File: config.mk
export PLATFORM = sky130hd
export DESIGN_NAME = edo_oe_ctrl
export DESIGN_NICKNAME = d
export VERILOG_FILES = /design/src/rtl/edo_oe_pkg.sv /design/src/rtl/edo_strobe_edge.sv /design/src/rtl/edo_disable_ctl.sv /design/src/rtl/edo_dout_path.sv /design/src/rtl/edo_oe_ctrl.sv
export SDC_FILE = /design/constraint.sdc
export NUM_CORES = 1
export LEC_CHECK = 0
export ABC_AREA = 1
export CORE_AREA = 4 4 41 43
export CTS_CLUSTER_DIAMETER = 100
export CTS_CLUSTER_SIZE = 10
export DETAILED_ROUTE_END_ITERATION = 8
export DIE_AREA = 0 0 45 47
export PLACE_DENSITY = 0.82
export REMOVE_ABC_BUFFERS = 1
export SLEW_MARGIN = 30
export SYNTH_ARGS = -nofsm -noshare
export SYNTH_HDL_FRONTEND = slang
export SYNTH_SLANG_ARGS = --single-unit
File: constraint.sdc
create_clock -name clk_i -period 1.8 [get_ports clk_i]
set_input_delay 0.18 -clock clk_i [delete_from_list [all_inputs] [get_ports clk_i]]
set_output_delay 0.18 -clock clk_i [all_outputs]
set_load 0.005 [all_outputs]
File: src/rtl/edo_oe_pkg.sv
package edo_oe_pkg;
  function automatic int unsigned max_u(int unsigned a, int unsigned b);
    return (a > b) ? a : b;
  endfunction
endpackage

File: src/rtl/edo_strobe_edge.sv
module edo_strobe_edge (
  input  logic clk_i,
  input  logic rst_ni,
  input  logic cas_ni,
  input  logic oe_ni,
  output logic cas_rise_o,
  output logic cas_fall_o,
  output logic oe_hi_prev_o
);
  logic cas_p_q, oe_p_q;

  always_ff @(posedge clk_i or negedge rst_ni) begin
    if (!rst_ni) begin
      cas_p_q <= 1'b1;
      oe_p_q  <= 1'b1;
    end else begin
      cas_p_q <= cas_ni;
      oe_p_q  <= oe_ni;
    end
  end

  assign cas_rise_o   = !cas_p_q && cas_ni;
  assign cas_fall_o   = cas_p_q && !cas_ni;
  assign oe_hi_prev_o = oe_p_q;
endmodule

File: src/rtl/edo_disable_ctl.sv
module edo_disable_ctl #(
  parameter int unsigned HOLD_CYC  = 3,
  parameter int unsigned PULSE_CYC = 2
) (
  input  logic clk_i,
  input  logic rst_ni,
  input  logic cas_hi_i,
  input  logic oe_hi_i,
  input  logic oe_hi_prev_i,
  input  logic cas_rise_i,
  input  logic cas_fall_i,
  output logic dis_next_o
);
  import edo_oe_pkg::*;
  localparam int unsigned MAXT = max_u(max_u(HOLD_CYC, PULSE_CYC), 1);
  localparam int unsigned CW   = $clog2(MAXT + 1);

  logic [CW-1:0] cnt_q, cnt_n, thr;
  logic          hold_q, hold_n;
  logic          dis_q, dis_n;

  // one run counter serves both methods; mode picks the threshold
  always_comb begin
    cnt_n  = '0;
    hold_n = hold_q;
    if (cas_hi_i && oe_hi_i) begin
      if (cas_rise_i) begin
        hold_n = oe_hi_prev_i;
        cnt_n  = CW'(1);
      end else if (oe_hi_prev_i) begin
        cnt_n = (cnt_q == CW'(MAXT)) ? cnt_q : cnt_q + CW'(1);
      end else begin
        hold_n = 1'b0;
        cnt_n  = CW'(1);
      end
    end
    thr = hold_n ? CW'(HOLD_CYC) : CW'(PULSE_CYC);
    if (cas_fall_i) dis_n = 1'b0;
    else            dis_n = dis_q || (cas_hi_i && oe_hi_i && (cnt_n >= thr));
  end

  always_ff @(posedge clk_i or negedge rst_ni) begin
    if (!rst_ni) begin
      cnt_q  <= '0;
      hold_q <= 1'b0;
      dis_q  <= 1'b0;
    end else begin
      cnt_q  <= cnt_n;
      hold_q <= hold_n;
      dis_q  <= dis_n;
    end
  end

  assign dis_next_o = dis_n;
endmodule

File: src/rtl/edo_dout_path.sv
module edo_dout_path #(
  parameter int unsigned DW = 4
) (
  input  logic          clk_i,
  input  logic          rst_ni,
  input  logic          ras_ni,
  input  logic          cas_ni,
  input  logic          we_ni,
  input  logic          oe_ni,
  input  logic          cas_fall_i,
  input  logic          dis_next_i,
  input  logic [DW-1:0] rd_data_i,
  output logic [DW-1:0] dq_o,
  output logic          dq_oe_o
);
  logic [DW-1:0] dout_q;
  logic          valid_q, valid_n;
  logic          wr_q, wr_n;
  logic          oe_q, oe_n;
  logic          rd_fall, end_cycle;

  assign rd_fall   = cas_fall_i && !ras_ni && we_ni;
  assign end_cycle = ras_ni && cas_ni;

  always_comb begin
    if (end_cycle)    valid_n = 1'b0;
    else if (rd_fall) valid_n = 1'b1;
    else              valid_n = valid_q;

    if (cas_fall_i) wr_n = !we_ni;
    else            wr_n = wr_q || (!cas_ni && !we_ni);

    oe_n = valid_n && !dis_next_i && !wr_n && !oe_ni && !end_cycle;
  end

  always_ff @(posedge clk_i or negedge rst_ni) begin
    if (!rst_ni) begin
      dout_q  <= '0;
      valid_q <= 1'b0;
      wr_q    <= 1'b0;
      oe_q    <= 1'b0;
    end else begin
      if (rd_fall) dout_q <= rd_data_i;
      valid_q <= valid_n;
      wr_q    <= wr_n;
      oe_q    <= oe_n;
    end
  end

  assign dq_o    = dout_q;
  assign dq_oe_o = oe_q;
endmodule

File: src/rtl/edo_oe_ctrl.sv
module edo_oe_ctrl #(
  parameter int unsigned DW        = 4,
  parameter int unsigned HOLD_CYC  = 3,
  parameter int unsigned PULSE_CYC = 2
) (
  input  logic          clk_i,
  input  logic          rst_ni,
  input  logic          ras_ni,
  input  logic          cas_ni,
  input  logic          we_ni,
  input  logic          oe_ni,
  input  logic [DW-1:0] rd_data_i,
  output logic [DW-1:0] dq_o,
  output logic          dq_oe_o
);
  logic cas_rise, cas_fall, oe_hi_prev, dis_next;

  edo_strobe_edge i_edge (
    .clk_i       (clk_i),
    .rst_ni      (rst_ni),
    .cas_ni      (cas_ni),
    .oe_ni       (oe_ni),
    .cas_rise_o  (cas_rise),
    .cas_fall_o  (cas_fall),
    .oe_hi_prev_o(oe_hi_prev)
  );

  edo_disable_ctl #(.HOLD_CYC(HOLD_CYC), .PULSE_CYC(PULSE_CYC)) i_dis (
    .clk_i       (clk_i),
    .rst_ni      (rst_ni),
    .cas_hi_i    (cas_ni),
    .oe_hi_i     (oe_ni),
    .oe_hi_prev_i(oe_hi_prev),
    .cas_rise_i  (cas_rise),
    .cas_fall_i  (cas_fall),
    .dis_next_o  (dis_next)
  );

  edo_dout_path #(.DW(DW)) i_dout (
    .clk_i     (clk_i),
    .rst_ni    (rst_ni),
    .ras_ni    (ras_ni),
    .cas_ni    (cas_ni),
    .we_ni     (we_ni),
    .oe_ni     (oe_ni),
    .cas_fall_i(cas_fall),
    .dis_next_i(dis_next),
    .rd_data_i (rd_data_i),
    .dq_o      (dq_o),
    .dq_oe_o   (dq_oe_o)
  );
endmodule

==> flow_summary.toml <==
[clocking]
cts-buffers-inserted = 3
cts_hold_buffers = 0
cts_tree = "yes"
cts_setup_buffers = 0
cts_htree_levels = 1
clk-insertion-delay-late_ns = 0.27
cts_resized = 0
clkSlewWorstSetupHoldPaths_ns = 0.08
clk_path_buf_depth = 2
root_buffer = "sky130_fd_sc_hd__clkbuf_4"
clock-sinks = 13

[critical_path]
cp.arrival_ns = 1.80
end_kind = "flop"
critPathRequiredTime_ns = 2.00
critical-path-max-stage-delay_ns = 0.51
timing.critical_path.fanout_max = 3
critical-path-slowest-cell = "sky130_fd_sc_hd__clkdlybuf4s50_1"
cp_common_cell = "sky130_fd_sc_hd__nand2_1"
crit_path_cell_trace = "clkdlybuf4s50_1 > inv_1 > nor2_1 > nand2_1 > a21oi_1 > ha_1 > inv_1 > nand2_1 > nand3_1 > nand2_1 > a21oi_2"
start_kind = "input pin"
setup.worst_path.class = "in2reg"

[logic_synthesis]
distinct_cell_type_count_of_the_synthesized_netlist = 16
synth_most_common_cell = "sky130_fd_sc_hd__nand2_1"
postSynthRegisterBits = 13
syn-cell-area_um2 = 579
yosys_warnings = 0
synth-edff-count = 0
synth_seq_area_share_pct = 56.6
synthArstFlopShare_pct = 100
yosys_most_used_dff = "sky130_fd_sc_hd__dfrtp_1"
synth_largest_type_area_fraction_pct = 47.5
synth_cells = 65
yosys-top-cells-count = "20 x sky130_fd_sc_hd__nand2_1, 11 x sky130_fd_sc_hd__dfrtp_1, 10 x sky130_fd_sc_hd__inv_1"
yosysTopAreaCell = "sky130_fd_sc_hd__dfrtp_1"
synth_area_leaders = "sky130_fd_sc_hd__dfrtp_1 48%, sky130_fd_sc_hd__nand2_1 13%, sky130_fd_sc_hd__dfstp_2 9.1%"
synthesis.area_per_instance_um2 = 8.91

[detailed_routing]
detail_route.wirelength_um = 1080
route.vias.total = 459
detailedRoute.firstIterationViolations = 3
route.antenna.remaining_nets = 0
drt_first_pass_iters = 4
vias_per_cell = 4.54
drc = 0
routedWlPerCell_um = 10.7

[sta]
rsz0062_at_grt = "false"
fin_worst_skew_ns = 0.00328
setup_viol = 0
slew_violations = 0
max_freq_mhz = 628
final.min_clock_period_ns = 1.59
post-route-period-util_pct = 88.5
final-hold-violation-count = 0
worst-slew-pin-transition_ns = 0.571
tns_ns = 0
timing.slew.headroom_pct = 61.8

[status]
outcome = "finished clean"

[flow_run]
maxCapViolations = 0

[floorplan]
die_h_um = 47
horizontal_die_dimension_um = 45
number_of_cell_rows = 13
core_um2 = 1300
start_util_pct = 44.5
ioPinCount = 15
die-area_um2 = 2120

[global_routing]
pin_count_of_the_biggest_net_entering_global_routing = 14
grt-ovfl-total = 0
gr-usage-all-layers_pct = 12.5
via_count_of_the_first_global_routing_pass = 495
grt_first_pass_wirelength_um = 1920
grt_antenna_before_repair = 0

[placement]
io_buffer_count = 14
place_congestion = 0.755
hpwlAfterDp_um = 847

[hold_path]
min_path_type = "in2async"

[layout]
finalNetCount = 98
layout_overhead_on_the_synthesized_area_pct = 35.9
insertedDiodeCount = 0
fillCellCount = 121
drive_gt1_share_pct = 18.6

[pwr]
vdd_ir_drop_max_mv = 0.508
static-leakage-power_nw = 0.400
power_density_nw_per_um2 = 826
power.total_mw = 0.650
==> per-stage QoR <==
step	setup WS [ns]	utilization (%)	area, um^2	std cells	hold slack (ns)
floorplan	0.333	-	579	65	-0.116
global placement	0.00665	58.5	761	97	0.466
global route	0.0245	60.5	787	101	0.319
finish	0.207	60.5	787	101	0.275
CTS	0.161	60.5	787	101	0.293
detailed placement	-0.107	58.5	761	97	0.470
==> final cells by class <==
type,count,area (um^2),share of cell area (%)
sequential,13,328,41.7
clock buffer,4,26.3,3.34
multi-input combinational,41,210,26.7
tap,15,18.8,2.38
inverter,11,41.3,5.25
timing repair buffer,17,163,20.7
==> routing by layer <==
metal,GRT usage [%],vias to the layer above,share of wire [%]
li1,-,238,-
met3,2.68,0,5.8
met1,15.3,208,47
met5,0,-,0
met4,7.02,0,0
met2,20.3,13,47
==> cells in the final DEF, fill, tap and decap left out <==
cell                              synthesis  final
sky130_fd_sc_hd__nor2_1                   6      6
sky130_fd_sc_hd__dfstp_2                  2      2
sky130_fd_sc_hd__buf_4                    0      3
sky130_fd_sc_hd__clkdlybuf4s50_1          0     14
sky130_fd_sc_hd__clkbuf_1                 0      1
sky130_fd_sc_hd__a21oi_4                  1      1
sky130_fd_sc_hd__nand3_2                  1      1
sky130_fd_sc_hd__a21oi_2                  1      1
sky130_fd_sc_hd__a21oi_1                  3      3
sky130_fd_sc_hd__nand3_1                  2      2
sky130_fd_sc_hd__nor2_2                   2      2
sky130_fd_sc_hd__nand2_2                  1      1
sky130_fd_sc_hd__dfrtp_1                 11     11
sky130_fd_sc_hd__ha_1                     1      1
sky130_fd_sc_hd__inv_1                   10     10
sky130_fd_sc_hd__inv_2                    1      1
sky130_fd_sc_hd__nor3_1                   2      2
sky130_fd_sc_hd__nand2_1                 20     20
sky130_fd_sc_hd__nand2_4                  1      1
sky130_fd_sc_hd__clkbuf_4                 0      3
==> sequential cells by signal (all words and copies together) (netlist names) <==
| name | flops |
|---|---|
| i_edge.oe_hi_prev_o | 1 |
| i_dout.valid_q | 1 |
| i_edge.cas_p_q | 1 |
| i_dis.dis_q | 1 |
| i_dout.wr_q | 1 |
| i_dis.cnt_q | 2 |
| i_dis.hold_q | 1 |
| i_dout.dq_oe_o | 1 |
| i_dout.dq_o | 4 |
==> worst max-delay path, delay by kind of cell <==
family,cells,cell delay [ns]
buf+inv,3,0.63
simple gates,5,0.39
compound gates,2,0.32
fa+ha+maj,1,0.27
==> cells by family (layout without fill, tap and decap cells) <==
| logic type | after synthesis | count (layout) | share of synthesized area [%] |
|---|---|---|---|
| simple gates | 35 | 35 | 27.2 |
| flops | 13 | 13 | 56.6 |
| buf+inv | 11 | 32 | 7.13 |
| compound gates | 5 | 5 | 6.91 |
| fa+ha+maj | 1 | 1 | 2.16 |
==> report_power, final <==
part	internal [mW]	switching (mW)	total (mW)
clock network	0.0856	0.0899	0.175
registers	0.324	0.0173	0.342
logic	0.0756	0.0569	0.133
==> path summary, 6_finish.rpt <==
path | cells past startpoint | from | to | slack (ns)
max reg2reg | 10 | i_edge.cas_p_q | i_dout.dq_oe_o | 0.24
max in group asynchronous | 1 | rst_ni | i_edge.oe_hi_prev_o | 1.15
min reg2reg | 2 | i_dout.dq_o[3] | i_dout.dq_o[3] | 0.49
min | 1 | rst_ni | i_dout.valid_q | 0.28
min in group clk_i | 3 | rd_data_i[2] | i_dout.dq_o[2] | 0.44
max | 11 | cas_ni | i_dout.dq_oe_o | 0.21
Power figures use the tool's default switching activity.
